[config.mk]
export PLATFORM = sky130hd
export DESIGN_NAME = flash_op_gate
export DESIGN_NICKNAME = d
export VERILOG_FILES = /design/src/rtl/flash_gate_pkg.sv /design/src/rtl/flash_gate_frame.sv /design/src/rtl/flash_gate_judge.sv /design/src/rtl/flash_gate_prot.sv /design/src/rtl/flash_gate_timer.sv /design/src/rtl/flash_op_gate.sv
export SDC_FILE = /design/constraint.sdc
export NUM_CORES = 1
export LEC_CHECK = 0
export BUFFER_PORTS_ARGS = -buffer_cell sky130_fd_sc_hd__clkbuf_2
export CAP_MARGIN = 20
export CORE_MARGIN = 2
export CORE_UTILIZATION = 58
export DETAILED_ROUTE_END_ITERATION = 8
export GPL_TIMING_DRIVEN = 0
export HOLD_SLACK_MARGIN = 0.05
export PLACE_DENSITY_LB_ADDON = 0.1
export SYNTH_ARGS = -nofsm -noshare
export SYNTH_HDL_FRONTEND = slang
export SYNTH_SLANG_ARGS = --single-unit
[constraint.sdc]
create_clock -name clk -period 2.44 [get_ports clk]
set_clock_uncertainty 0.2 [all_clocks]
set_input_delay 0.366 -clock clk [delete_from_list [all_inputs] [get_ports clk]]
set_output_delay 0.366 -clock clk [all_outputs]
set_load 0.05 [all_outputs]
[src/rtl/flash_gate_pkg.sv]
package flash_gate_pkg;

  typedef enum logic [2:0] {
    CL_ARR_RD   = 3'd0,
    CL_BUF_ACC  = 3'd1,
    CL_PROG     = 3'd2,
    CL_ERASE    = 3'd3,
    CL_XFER     = 3'd4,
    CL_PROT_EN  = 3'd5,
    CL_LOCKDN   = 3'd6,
    CL_PREG_WR  = 3'd7
  } cmd_cls_e;

  function automatic logic cls_timed(input cmd_cls_e c);
    return (c == CL_PROG) || (c == CL_ERASE) || (c == CL_XFER);
  endfunction

  function automatic logic cls_modify(input cmd_cls_e c);
    return (c == CL_PROG) || (c == CL_ERASE);
  endfunction

  function automatic logic cls_uses_buf(input cmd_cls_e c);
    return (c == CL_PROG) || (c == CL_XFER);
  endfunction

endpackage

[src/rtl/flash_gate_frame.sv]
module flash_gate_frame (
  input  logic clk,
  input  logic rst_n,
  input  logic rst_pin_n,
  input  logic cs_n,
  input  logic cmd_vld,
  output logic slot_hit,
  output logic cs_rise
);

  logic cs_q;
  logic slot_q, slot_d;
  logic cs_fall;

  assign cs_fall  = cs_q & ~cs_n;
  assign cs_rise  = ~cs_q & cs_n;
  assign slot_hit = cmd_vld & slot_q & ~cs_n;

  always_comb begin
    slot_d = slot_q;
    if (!rst_pin_n)    slot_d = 1'b0;
    else if (cs_fall)  slot_d = 1'b1;
    else if (cs_n)     slot_d = 1'b0;
    else if (slot_hit) slot_d = 1'b0;
  end

  // cs_q resets low so a select already low at reset release opens nothing
  always_ff @(posedge clk or negedge rst_n) begin
    if (!rst_n) begin
      cs_q   <= 1'b0;
      slot_q <= 1'b0;
    end else begin
      cs_q   <= cs_n;
      slot_q <= slot_d;
    end
  end

  a_r2_slot_needs_low: assert property (@(posedge clk) disable iff (!rst_n)
    slot_q |-> $past(!cs_n));

endmodule

[src/rtl/flash_gate_judge.sv]
module flash_gate_judge
  import flash_gate_pkg::*;
#(
  parameter int N_SECT = 16,
  parameter int N_BUF  = 2,
  localparam int SEC_W = $clog2(N_SECT),
  localparam int BUF_W = $clog2(N_BUF)
) (
  input  cmd_cls_e          cls,
  input  logic [SEC_W-1:0]  sect,
  input  logic [BUF_W-1:0]  bufsel,
  input  logic              wp_n,
  input  logic              busy,
  input  logic [N_BUF-1:0]  buf_lock,
  input  logic [N_SECT-1:0] sect_prot,
  input  logic              prot_on,
  output logic              ok
);

  logic sect_guarded;

  assign sect_guarded = prot_on & sect_prot[sect];

  always_comb begin
    case (cls)
      CL_BUF_ACC:          ok = ~buf_lock[bufsel];
      CL_PROG, CL_ERASE:   ok = ~busy & wp_n & ~sect_guarded;
      CL_PREG_WR:          ok = ~busy & wp_n;
      default:             ok = ~busy;
    endcase
  end

endmodule

[src/rtl/flash_gate_prot.sv]
module flash_gate_prot
  import flash_gate_pkg::*;
#(
  parameter int N_SECT = 16,
  localparam int SEC_W = $clog2(N_SECT)
) (
  input  logic              clk,
  input  logic              rst_n,
  input  logic              apply,
  input  cmd_cls_e          cls,
  input  logic [SEC_W-1:0]  sect,
  input  logic [N_SECT-1:0] wdata,
  output logic [N_SECT-1:0] sect_prot,
  output logic              prot_on
);

  logic [N_SECT-1:0] lock_q, lock_d;
  logic [N_SECT-1:0] prot_q, prot_d;
  logic              on_q, on_d;
  logic              do_lock, do_write;

  assign do_lock  = apply & (cls == CL_LOCKDN);
  assign do_write = apply & (cls == CL_PREG_WR);

  generate
    for (genvar i = 0; i < N_SECT; i++) begin : g_sect
      logic hit;
      assign hit = do_lock & (sect == SEC_W'(i));

      always_comb begin
        lock_d[i] = lock_q[i] | hit;
        prot_d[i] = prot_q[i];
        if (do_write)  prot_d[i] = wdata[i] | lock_q[i];
        else if (hit)  prot_d[i] = 1'b1;
      end

      always_ff @(posedge clk or negedge rst_n) begin
        if (!rst_n) begin
          lock_q[i] <= 1'b0;
          prot_q[i] <= 1'b0;
        end else begin
          lock_q[i] <= lock_d[i];
          prot_q[i] <= prot_d[i];
        end
      end
    end
  endgenerate

  assign on_d = on_q | (apply & (cls == CL_PROT_EN));

  always_ff @(posedge clk or negedge rst_n) begin
    if (!rst_n) on_q <= 1'b0;
    else        on_q <= on_d;
  end

  assign sect_prot = prot_q;
  assign prot_on   = on_q;

  a_r11_lock_sticky: assert property (@(posedge clk) disable iff (!rst_n)
    ($past(lock_q) & ~lock_q) == '0);

  a_r9_lock_in_map: assert property (@(posedge clk) disable iff (!rst_n)
    (lock_q & ~prot_q) == '0);

endmodule

[src/rtl/flash_gate_timer.sv]
module flash_gate_timer #(
  parameter int OP_CYCLES = 1000,
  parameter int N_BUF     = 2,
  localparam int CNT_W    = (OP_CYCLES > 2) ? $clog2(OP_CYCLES) : 1,
  localparam int BUF_W    = $clog2(N_BUF)
) (
  input  logic             clk,
  input  logic             rst_n,
  input  logic             abort,
  input  logic             start,
  input  logic [BUF_W-1:0] start_buf,
  input  logic             start_uses_buf,
  output logic             busy,
  output logic [N_BUF-1:0] buf_lock
);

  logic [CNT_W-1:0] cnt_q, cnt_d;
  logic             busy_q, busy_d;
  logic [BUF_W-1:0] sel_q, sel_d;
  logic             uv_q, uv_d;

  always_comb begin
    busy_d = busy_q;
    cnt_d  = cnt_q;
    sel_d  = sel_q;
    uv_d   = uv_q;
    if (abort) begin
      busy_d = 1'b0;
      uv_d   = 1'b0;
    end else if (start) begin
      busy_d = 1'b1;
      cnt_d  = CNT_W'(OP_CYCLES - 1);
      sel_d  = start_buf;
      uv_d   = start_uses_buf;
    end else if (busy_q) begin
      if (cnt_q == '0) begin
        busy_d = 1'b0;
        uv_d   = 1'b0;
      end else begin
        cnt_d = cnt_q - 1'b1;
      end
    end
  end

  always_ff @(posedge clk or negedge rst_n) begin
    if (!rst_n) begin
      busy_q <= 1'b0;
      cnt_q  <= '0;
      sel_q  <= '0;
      uv_q   <= 1'b0;
    end else begin
      busy_q <= busy_d;
      cnt_q  <= cnt_d;
      sel_q  <= sel_d;
      uv_q   <= uv_d;
    end
  end

  generate
    for (genvar b = 0; b < N_BUF; b++) begin : g_lock
      assign buf_lock[b] = busy_q & uv_q & (sel_q == BUF_W'(b));
    end
  endgenerate

  assign busy = busy_q;

  a_r4_no_restart: assert property (@(posedge clk) disable iff (!rst_n)
    start |-> !busy_q);

  a_r5_lock_onehot: assert property (@(posedge clk) disable iff (!rst_n)
    $onehot0(buf_lock));

  a_r5_lock_needs_busy: assert property (@(posedge clk) disable iff (!rst_n)
    (buf_lock != '0) |-> busy_q);

endmodule

[src/rtl/flash_op_gate.sv]
module flash_op_gate
  import flash_gate_pkg::*;
#(
  parameter int N_SECT    = 16,
  parameter int N_BUF     = 2,
  parameter int OP_CYCLES = 1000,
  localparam int SEC_W    = $clog2(N_SECT),
  localparam int BUF_W    = $clog2(N_BUF)
) (
  input  logic              clk,
  input  logic              rst_n,
  input  logic              cs_n,
  input  logic              cmd_vld,
  input  logic [2:0]        cmd_cls,
  input  logic [SEC_W-1:0]  cmd_sect,
  input  logic [BUF_W-1:0]  cmd_buf,
  input  logic [N_SECT-1:0] cmd_wdata,
  input  logic              wp_n,
  input  logic              rst_pin_n,
  output logic              rdy_bsy,
  output logic [N_BUF-1:0]  buf_lock,
  output logic              cmd_acc,
  output logic              cmd_rej,
  output logic [N_SECT-1:0] sect_prot,
  output logic              prot_on
);

  cmd_cls_e          cls_in;
  logic              slot_hit, cs_rise, ok, busy, apply, take;
  logic              modify_req;

  logic              pend_vld_q, pend_vld_d;
  cmd_cls_e          pend_cls_q, pend_cls_d;
  logic [SEC_W-1:0]  pend_sect_q, pend_sect_d;
  logic [BUF_W-1:0]  pend_buf_q, pend_buf_d;
  logic [N_SECT-1:0] pend_data_q, pend_data_d;
  logic              acc_q, acc_d, rej_q, rej_d;

  assign cls_in     = cmd_cls_e'(cmd_cls);
  assign modify_req = cls_modify(cls_in);

  flash_gate_frame u_frame (
    .clk       (clk),
    .rst_n     (rst_n),
    .rst_pin_n (rst_pin_n),
    .cs_n      (cs_n),
    .cmd_vld   (cmd_vld),
    .slot_hit  (slot_hit),
    .cs_rise   (cs_rise)
  );

  flash_gate_judge #(.N_SECT(N_SECT), .N_BUF(N_BUF)) u_judge (
    .cls       (cls_in),
    .sect      (cmd_sect),
    .bufsel    (cmd_buf),
    .wp_n      (wp_n),
    .busy      (busy),
    .buf_lock  (buf_lock),
    .sect_prot (sect_prot),
    .prot_on   (prot_on),
    .ok        (ok)
  );

  assign take  = slot_hit & rst_pin_n;
  assign apply = cs_rise & pend_vld_q & rst_pin_n;

  always_comb begin
    pend_vld_d  = pend_vld_q;
    pend_cls_d  = pend_cls_q;
    pend_sect_d = pend_sect_q;
    pend_buf_d  = pend_buf_q;
    pend_data_d = pend_data_q;
    acc_d       = take & ok;
    rej_d       = take & ~ok;
    if (!rst_pin_n || cs_rise) begin
      pend_vld_d = 1'b0;
    end else if (take && ok) begin
      pend_vld_d  = 1'b1;
      pend_cls_d  = cls_in;
      pend_sect_d = cmd_sect;
      pend_buf_d  = cmd_buf;
      pend_data_d = cmd_wdata;
    end
  end

  always_ff @(posedge clk or negedge rst_n) begin
    if (!rst_n) begin
      pend_vld_q  <= 1'b0;
      pend_cls_q  <= CL_ARR_RD;
      pend_sect_q <= '0;
      pend_buf_q  <= '0;
      pend_data_q <= '0;
      acc_q       <= 1'b0;
      rej_q       <= 1'b0;
    end else begin
      pend_vld_q  <= pend_vld_d;
      pend_cls_q  <= pend_cls_d;
      pend_sect_q <= pend_sect_d;
      pend_buf_q  <= pend_buf_d;
      pend_data_q <= pend_data_d;
      acc_q       <= acc_d;
      rej_q       <= rej_d;
    end
  end

  flash_gate_timer #(.OP_CYCLES(OP_CYCLES), .N_BUF(N_BUF)) u_timer (
    .clk            (clk),
    .rst_n          (rst_n),
    .abort          (~rst_pin_n),
    .start          (apply & cls_timed(pend_cls_q)),
    .start_buf      (pend_buf_q),
    .start_uses_buf (cls_uses_buf(pend_cls_q)),
    .busy           (busy),
    .buf_lock       (buf_lock)
  );

  flash_gate_prot #(.N_SECT(N_SECT)) u_prot (
    .clk       (clk),
    .rst_n     (rst_n),
    .apply     (apply),
    .cls       (pend_cls_q),
    .sect      (pend_sect_q),
    .wdata     (pend_data_q),
    .sect_prot (sect_prot),
    .prot_on   (prot_on)
  );

  assign rdy_bsy = ~busy;
  assign cmd_acc = acc_q;
  assign cmd_rej = rej_q;

  a_r1_verdict_after_cmd: assert property (@(posedge clk) disable iff (!rst_n)
    (cmd_acc || cmd_rej) |-> $past(cmd_vld && !cs_n));

  a_r4_busy_on_rise: assert property (@(posedge clk) disable iff (!rst_n)
    $fell(rdy_bsy) |-> $past(cs_n));

  a_r7_wp_drops_modify: assert property (@(posedge clk) disable iff (!rst_n)
    cmd_acc |-> !$past(!wp_n && modify_req));

  a_r12_pin_abort: assert property (@(posedge clk) disable iff (!rst_n)
    !rst_pin_n |=> (rdy_bsy && (buf_lock == '0)));

endmodule

==> run metrics, run 1 <==
Min-Delay Endpoint pend_data_q[7]; clk slew on worst S/H paths 0.08 ns; area delta synth->final 15.8%; gpl congestion 0.915; slew margin rel. 45.7%; DRC Markers 0; drt first pass iters 5; YS warnings 0; H-Tree Depth 3; post-route design area 4730 sq um; Hold Path Origin cmd_wdata[7]; Setup CP Type reg2reg; Die W 87.9 microns; Setup crit end kind flop; Post-synth EDFFs 0; Routed Antenna Nets 0; ys flop type dfrtp_1; vias in the first global route 3599; overall routing resource usage 29.9%; startpoint type of the worst setup path flop; status completed; Worst path slowest cell mux4_2; crit-path cells mux4_2, nand2b_4, a41o_4, buf_6, buf_6, a311oi_1, o311ai_1; PnR Total Power 0.00278 W; Root Buffer clkbuf_8; dpl hpwl 7890 microns; actual slew at the worst max-slew pin 0.810 ns; Syn Nets 472; Multi-input gate area 2060 sq um; Port Buffer Count 50; Async SR Flop Fraction 100%; initial antenna violation count 0; hold crit path type in2reg; Core Area 6790 sq um; most frequent cells in the layout dfrtp_1, nand2_1, clkbuf_2; final hold vios 0; Worst Hold Depth 3; WHS 0.0849 ns; Final setup viols 0; worst reg2reg path startpoint u_prot.sect_prot[13]; die area 7730 sq um; FF/Latch Area 1880 sq um; Seq/Total Area, Yosys 45.9%; Via Count 3812; CP dominant cell by count buf_6; synthesized instance count 441; cts bufs inserted 9; CTS sink cnt 75; post-layout minimum cycle time 2.38 ns; largest net degree at the start of global routing 53; Initial Utilization 60.1%; number of core rows 30; final count of pins violating max slew 0; final worst slack 0.0629 ns; # IOs 52; fill count 539; crit path DAT 2.39 ns; Peak Freq 0.421 GHz; max incr delay on CP 0.49 ns; WL/cell 18.4 microns; CP Data Required Time 2.45 ns; Crit. Startpoint u_prot.sect_prot[13]; placed inst area 4490 sq um; Reg2Reg Setup Slack 0.06 ns; LEAKAGE 1.98 nW; Peak VDD IR 0.267 mV; R2R cell count 7; Place WS -0.121 ns; #FFs+latches synth 75; diode count 0; nets@finish 536; crit share post-route 97.4%; vias per inst 6.29; layout cell share with drive strength beyond 1 17.3%; worst-path fanout max 10; Detailed Route Iter0 Violations 362; Critical R2R Capture pend_data_q[3]; first-pass GRT wire length 17800 microns; CTS tree built; synthesized cell area 4090 sq um; PD cells 588 nW/um^2; max cap viols 0; die span in y 87.9 microns; worst skew pair latency 0.35 ns; Synth cell types 48; commonest non-fill, non-tap cell in the layout dfrtp_1; synthesized area per cell 9.27 sq um; Routed WL 11100 microns; GRT Residual Overflow 0; RSZ-0062 raised after global routing true; Longest Clk Path Bufs 2
## layout make-up
class                           count  share of cell area, %
Buffer                             36                   3.65
Clock buffer                       11                   2.99
Clock inverter                      5                  0.767
Inverter                            7                  0.555
Multi-Input combinational cell    323                   43.5
Sequential cell                    75                   39.7
Tap cell                           96                   2.54
Timing Repair Buffer               53                   6.35
## power breakdown
group          leakage [nW]  switching (W)  internal (W)
registers             0.925      0.0000762       0.00131
clock network        0.0820       0.000498      0.000399
logic                 0.969       0.000325      0.000169
total                  1.98       0.000899       0.00188
## stage by stage
step,TNS (ns),instances,util (%)
after floorplan,0,441,-
after global placement,-1.66,587,65.6
after detailed placement,-1.75,588,66.0
after CTS,0,606,69.0
after global routing,-0.0453,606,69.7
final,0,606,69.7
## routing by layer
metal | wire (microns) | GRT usage (%) | vias up | part of all wire (%)
met2 | 5130 | 46.1 | 156 | 46
met4 | 163 | 8.67 | 0 | 1.5
li1 | - | - | 1761 | -
met5 | 0 | 0 | - | 0
met3 | 751 | 3.68 | 19 | 6.7
met1 | 5090 | 44.8 | 1876 | 46
## cell families (layout without fill, tap and decap cells)
logic type,count (synthesis),after routing,share of synthesized area [%]
AOI/OAI and AO/OA,113,113,20.8
buffers and inverters,43,112,4.71
DFF,75,75,45.9
and+or+nand+nor,192,192,23.8
xor gates and xnor gates,10,10,2.14
adders and majority gates,1,1,0.306
muxes,7,7,2.36
## synth_stat cells, types with 2 or more instances
library cell / n / area [sq um]
a211oi_1: 23 / 173
a21o_1: 4 / 30.0
a21oi_1: 21 / 105
a311oi_1: 22 / 193
a31o_2: 2 / 17.5
a31oi_1: 4 / 25.0
a41o_1: 2 / 20.0
and2_1: 25 / 156
and4b_1: 3 / 30.0
buf_1: 2 / 7.51
buf_6: 4 / 45.0
clkbuf_1: 29 / 109
dfrtp_1: 75 / 1880
inv_1: 6 / 22.5
mux2i_1: 4 / 40.0
mux4_2: 2 / 45.0
nand2_1: 54 / 203
nand2b_1: 14 / 87.6
nand3_1: 34 / 170
nand4_1: 3 / 18.8
nand4b_1: 3 / 26.3
nor2_1: 24 / 90.1
nor2b_1: 5 / 31.3
nor3_1: 19 / 95.1
nor3b_1: 2 / 15.0
o211ai_1: 3 / 22.5
o21ai_0: 3 / 15.0
o311ai_0: 2 / 17.5
o311ai_1: 20 / 175
xnor2_1: 5 / 43.8
xor2_1: 5 / 43.8
## critical path: cells and delay by family, from the launching register on
kind	cells	cell delay [ns]
DFF	1	0.41
AOI/OAI and AO/OA	3	0.66
buffers and inverters	2	0.30
and+or+nand+nor	1	0.17
muxes	1	0.49
## worst max-delay path by stage
stage                      endpoint  slack (ns)
floorplan            pend_data_q[0]        0.07
global placement    pend_data_q[11]       -0.11
detailed placement   pend_data_q[5]       -0.12
CTS                      pend_buf_q        0.02
global route         pend_data_q[0]       -0.02
finish               pend_data_q[3]        0.06
## state kept, by name, summed over array words and instances, names as in the netlist, 3 cells and up
name,cells
pend_cls_q,3
pend_data_q,16
pend_sect_q,4
u_prot.lock_q,16
u_prot.sect_prot,16
u_timer.cnt_q,10
## timing repair
item / 4_1_cts / 5_1_grt
buffers inserted: 0 / 0
hold buffers: 2 / 0
setup endpoints to repair: 4 / 22
resized for setup: 1 / 13
hold endpoints to repair: 25 / 0
pin swaps: 0 / 2
No activity file was read; power rests on OpenSTA's default activity.
==> run 2, diff against run 1 <==
--- a/config.mk
+++ b/config.mk
@@ -10,7 +10,6 @@
 export CORE_MARGIN = 2
 export CORE_UTILIZATION = 58
 export DETAILED_ROUTE_END_ITERATION = 8
-export GPL_TIMING_DRIVEN = 0
 export HOLD_SLACK_MARGIN = 0.05
 export PLACE_DENSITY_LB_ADDON = 0.1
 export SYNTH_ARGS = -nofsm -noshare
==> constraint.sdc (replaced) <==
create_clock -name clk -period 2.25 [get_ports clk]
set_clock_uncertainty 0.2 [all_clocks]
set_input_delay 0.3375 -clock clk [delete_from_list [all_inputs] [get_ports clk]]
set_output_delay 0.3375 -clock clk [all_outputs]
set_load 0.05 [all_outputs]
==> run metrics, run 2 (synthesized netlist as in run 1, its figures left out) <==
vias per inst 6.45 (+2.6%); CTS sink cnt 75 (unchanged); die span in y 87.9 microns (unchanged); # IOs 52 (unchanged); cts bufs inserted 9 (unchanged); Multi-input gate area 2190 sq um (+6.4%); PnR Total Power 0.00335 W (+21%); dpl hpwl 7100 microns (-10%); WL met3 983 microns (+31%); crit share post-route 103% (+5.6 points); M1 WL 5050 microns (-0.84%); Routed Antenna Nets 0 (unchanged); H-Tree Depth 3 (unchanged); Root Buffer clkbuf_8; Min-Delay Endpoint pend_data_q[10]; worst-path fanout max 6 (-4); Peak Freq 0.432 GHz (+2.6%); Via Count 3872 (+1.6%); Worst path slowest cell mux4_2; CP bufs+invs 1 (-1); first-pass GRT wire length 17900 microns (+0.24%); Reg2Reg Setup Slack -0.07 ns (-0.13 ns); Int Pwr 0.00238 W (+26%); post-layout minimum cycle time 2.32 ns (-0.0599 ns); Worst Hold Depth 3 (unchanged); sequential power share 45.7% (-4.3 points); final count of pins violating max slew 0 (unchanged); Initial Utilization 60.1% (unchanged); Psw 0.000974 W (+8.3%); fill count 480 (-11%); Peak VDD IR 0.372 mV (+39%); metal2 WL 5450 microns (+6.2%); area delta synth->final 24.9%; CP Data Required Time 2.26 ns (-0.19 ns); setup_tns -0.274 ns (-0.274 ns); Hold Path Origin cmd_wdata[10]; Critical R2R Capture pend_data_q[13]; initial antenna violation count 0 (unchanged); largest net degree at the start of global routing 55 (+3.8%); Detailed Route Iter0 Violations 445 (+23%); nets@finish 530 (-1.1%); worst reg2reg path startpoint u_prot.sect_prot[15]; crit-path cells mux4_2, nand2b_4, a41o_4, buf_12, a311oi_1, o311ai_1; placed inst area 4540 sq um (+1.1%); PD cells 657 nW/um^2 (+12%); DRC Markers 0 (unchanged); Setup crit end kind flop; max cap viols 0 (unchanged); uppermost layer routed met4; Place WS -0.107 ns (+0.0137 ns); status finished with violations; diode count 0 (unchanged); vias in the first global route 3494 (-2.9%); overall routing resource usage 30.1% (+0.12 points); Die W 87.9 microns (unchanged); Port Buffer Count 51 (+2.0%); worst skew pair latency 0.36 ns (about the same); number of core rows 30 (unchanged); FF/Latch Area 1890 sq um (+0.53%); Setup CP Type reg2reg; final worst slack -0.0672 ns (-0.130 ns); slew margin rel. 67.7% (+22 points); drt first pass iters 5 (unchanged); Core Area 6790 sq um (unchanged); die area 7730 sq um (unchanged); final core occ 75.1% (+5.5 points); commonest non-fill, non-tap cell in the layout dfrtp_1; CTS tree built; Clock Power Share 37.3% (+5.0 points); post-route design area 5100 sq um (+7.9%); R2R cell count 6 (-1); Longest Clk Path Bufs 2 (unchanged); final hold vios 0 (unchanged); Gate power share 17.0% (-0.7 points); max incr delay on CP 0.48 ns (about the same); LEAKAGE 2.12 nW (+7.3%); startpoint type of the worst setup path flop; crit path DAT 2.33 ns (-0.06 ns); Routed WL 11800 microns (+5.6%); Net Sw Frac 29.1% (-3.3 points); actual slew at the worst max-slew pin 0.483 ns (-0.327 ns); RSZ-0062 raised after global routing true; clk slew on worst S/H paths 0.08 ns (about the same); gpl congestion 0.892 (-2.5%); failing checks negative setup slack; largest delay contributor family on the critical path compound AO/OA/AOI/OAI gates; GRT Residual Overflow 0 (unchanged); total number of cells along the worst setup path 6 (-1); hold crit path type in2reg; WL/cell 19.6 microns (+6.6%); Final setup viols 10 (+10); layout cell share with drive strength beyond 1 26.4% (+9.1 points); most frequent cells in the layout dfrtp_1, nand2_1, clkbuf_2
-- run 2: cell count changes in the layout (fill, tap and decap cells not counted), sizes merged --
cell | previous run | this run
clkbuf | 91 | 66
buf | 7 | 25
bufinv | 0 | 3
clkinvlp | 3 | 1
dlygate4sd3 | 2 | 3
inv | 7 | 6
-- run 2: timing repair --
action / 4_1_cts / 5_1_grt
resized for setup: 2 / 28
endpoints found under the setup margin: 2 / 23
setup buffers: 0 / 1
endpoints found under the hold margin: 78 / 0
pin swaps: 0 / 22
cloned: 0 / 5
hold buffers: 3 / 0
-- run 2: area by class of cell --
| type | count | share of cell area (%) |
|---|---|---|
| Clock buffer | 11 | 2.57 |
| Clock inverter | 5 | 2.01 |
| Inverter | 7 | 0.515 |
| Multi-Input combinational cell | 323 | 42.9 |
| Sequential cell | 75 | 37.0 |
| Tap cell | 96 | 2.35 |
| Timing Repair Buffer | 83 | 12.7 |
-- run 2: power by group through the flow --
stage	Combinational (W)	Sequential (W)	Clock, W
2_1_floorplan	0.000254	0.00161	0
3_3_place_gp	0.000488	0.00154	0
3_5_place_dp	0.000499	0.00155	0
4_1_cts	0.000508	0.00152	0.00125
5_1_grt	0.000618	0.00154	0.00132
6_report	0.000570	0.00153	0.00125
-- run 2: worst min-delay path, delay by kind of cell --
kind / cells / cell delay (ns)
buffers and inverters: 1 / 0.08
AOI/OAI and AO/OA: 1 / 0.08
and+or+nand+nor: 1 / 0.06
-- run 2: per-stage QoR --
stage          std cells  hold WS [ns]
6_report             600        0.0436
5_1_grt              600        0.0638
4_1_cts              594        0.0509
3_5_place_dp         575        0.0549
3_3_place_gp         575        0.0499
2_1_floorplan        441        -0.158
-- run 2: per-layer routing --
metal,up-vias,track usage [%]
li1,1754,-
met1,1890,44.2
met2,203,44.4
met3,25,6.60
met4,0,9.79
met5,-,0
-- run 2: worst max path at each step --
stage / from / slack (ns) / end
2_1_floorplan: u_prot.sect_prot[15] / -0.04 / pend_data_q[0]
3_3_place_gp: cmd_sect[1] / -0.03 / pend_cls_q[2]
3_5_place_dp: cmd_sect[1] / -0.11 / pend_data_q[7]
4_1_cts: u_prot.sect_prot[15] / 0.0005 / pend_data_q[15]
5_1_grt: u_prot.sect_prot[15] / -0.18 / pend_data_q[13]
6_report: u_prot.sect_prot[15] / -0.07 / pend_data_q[13]
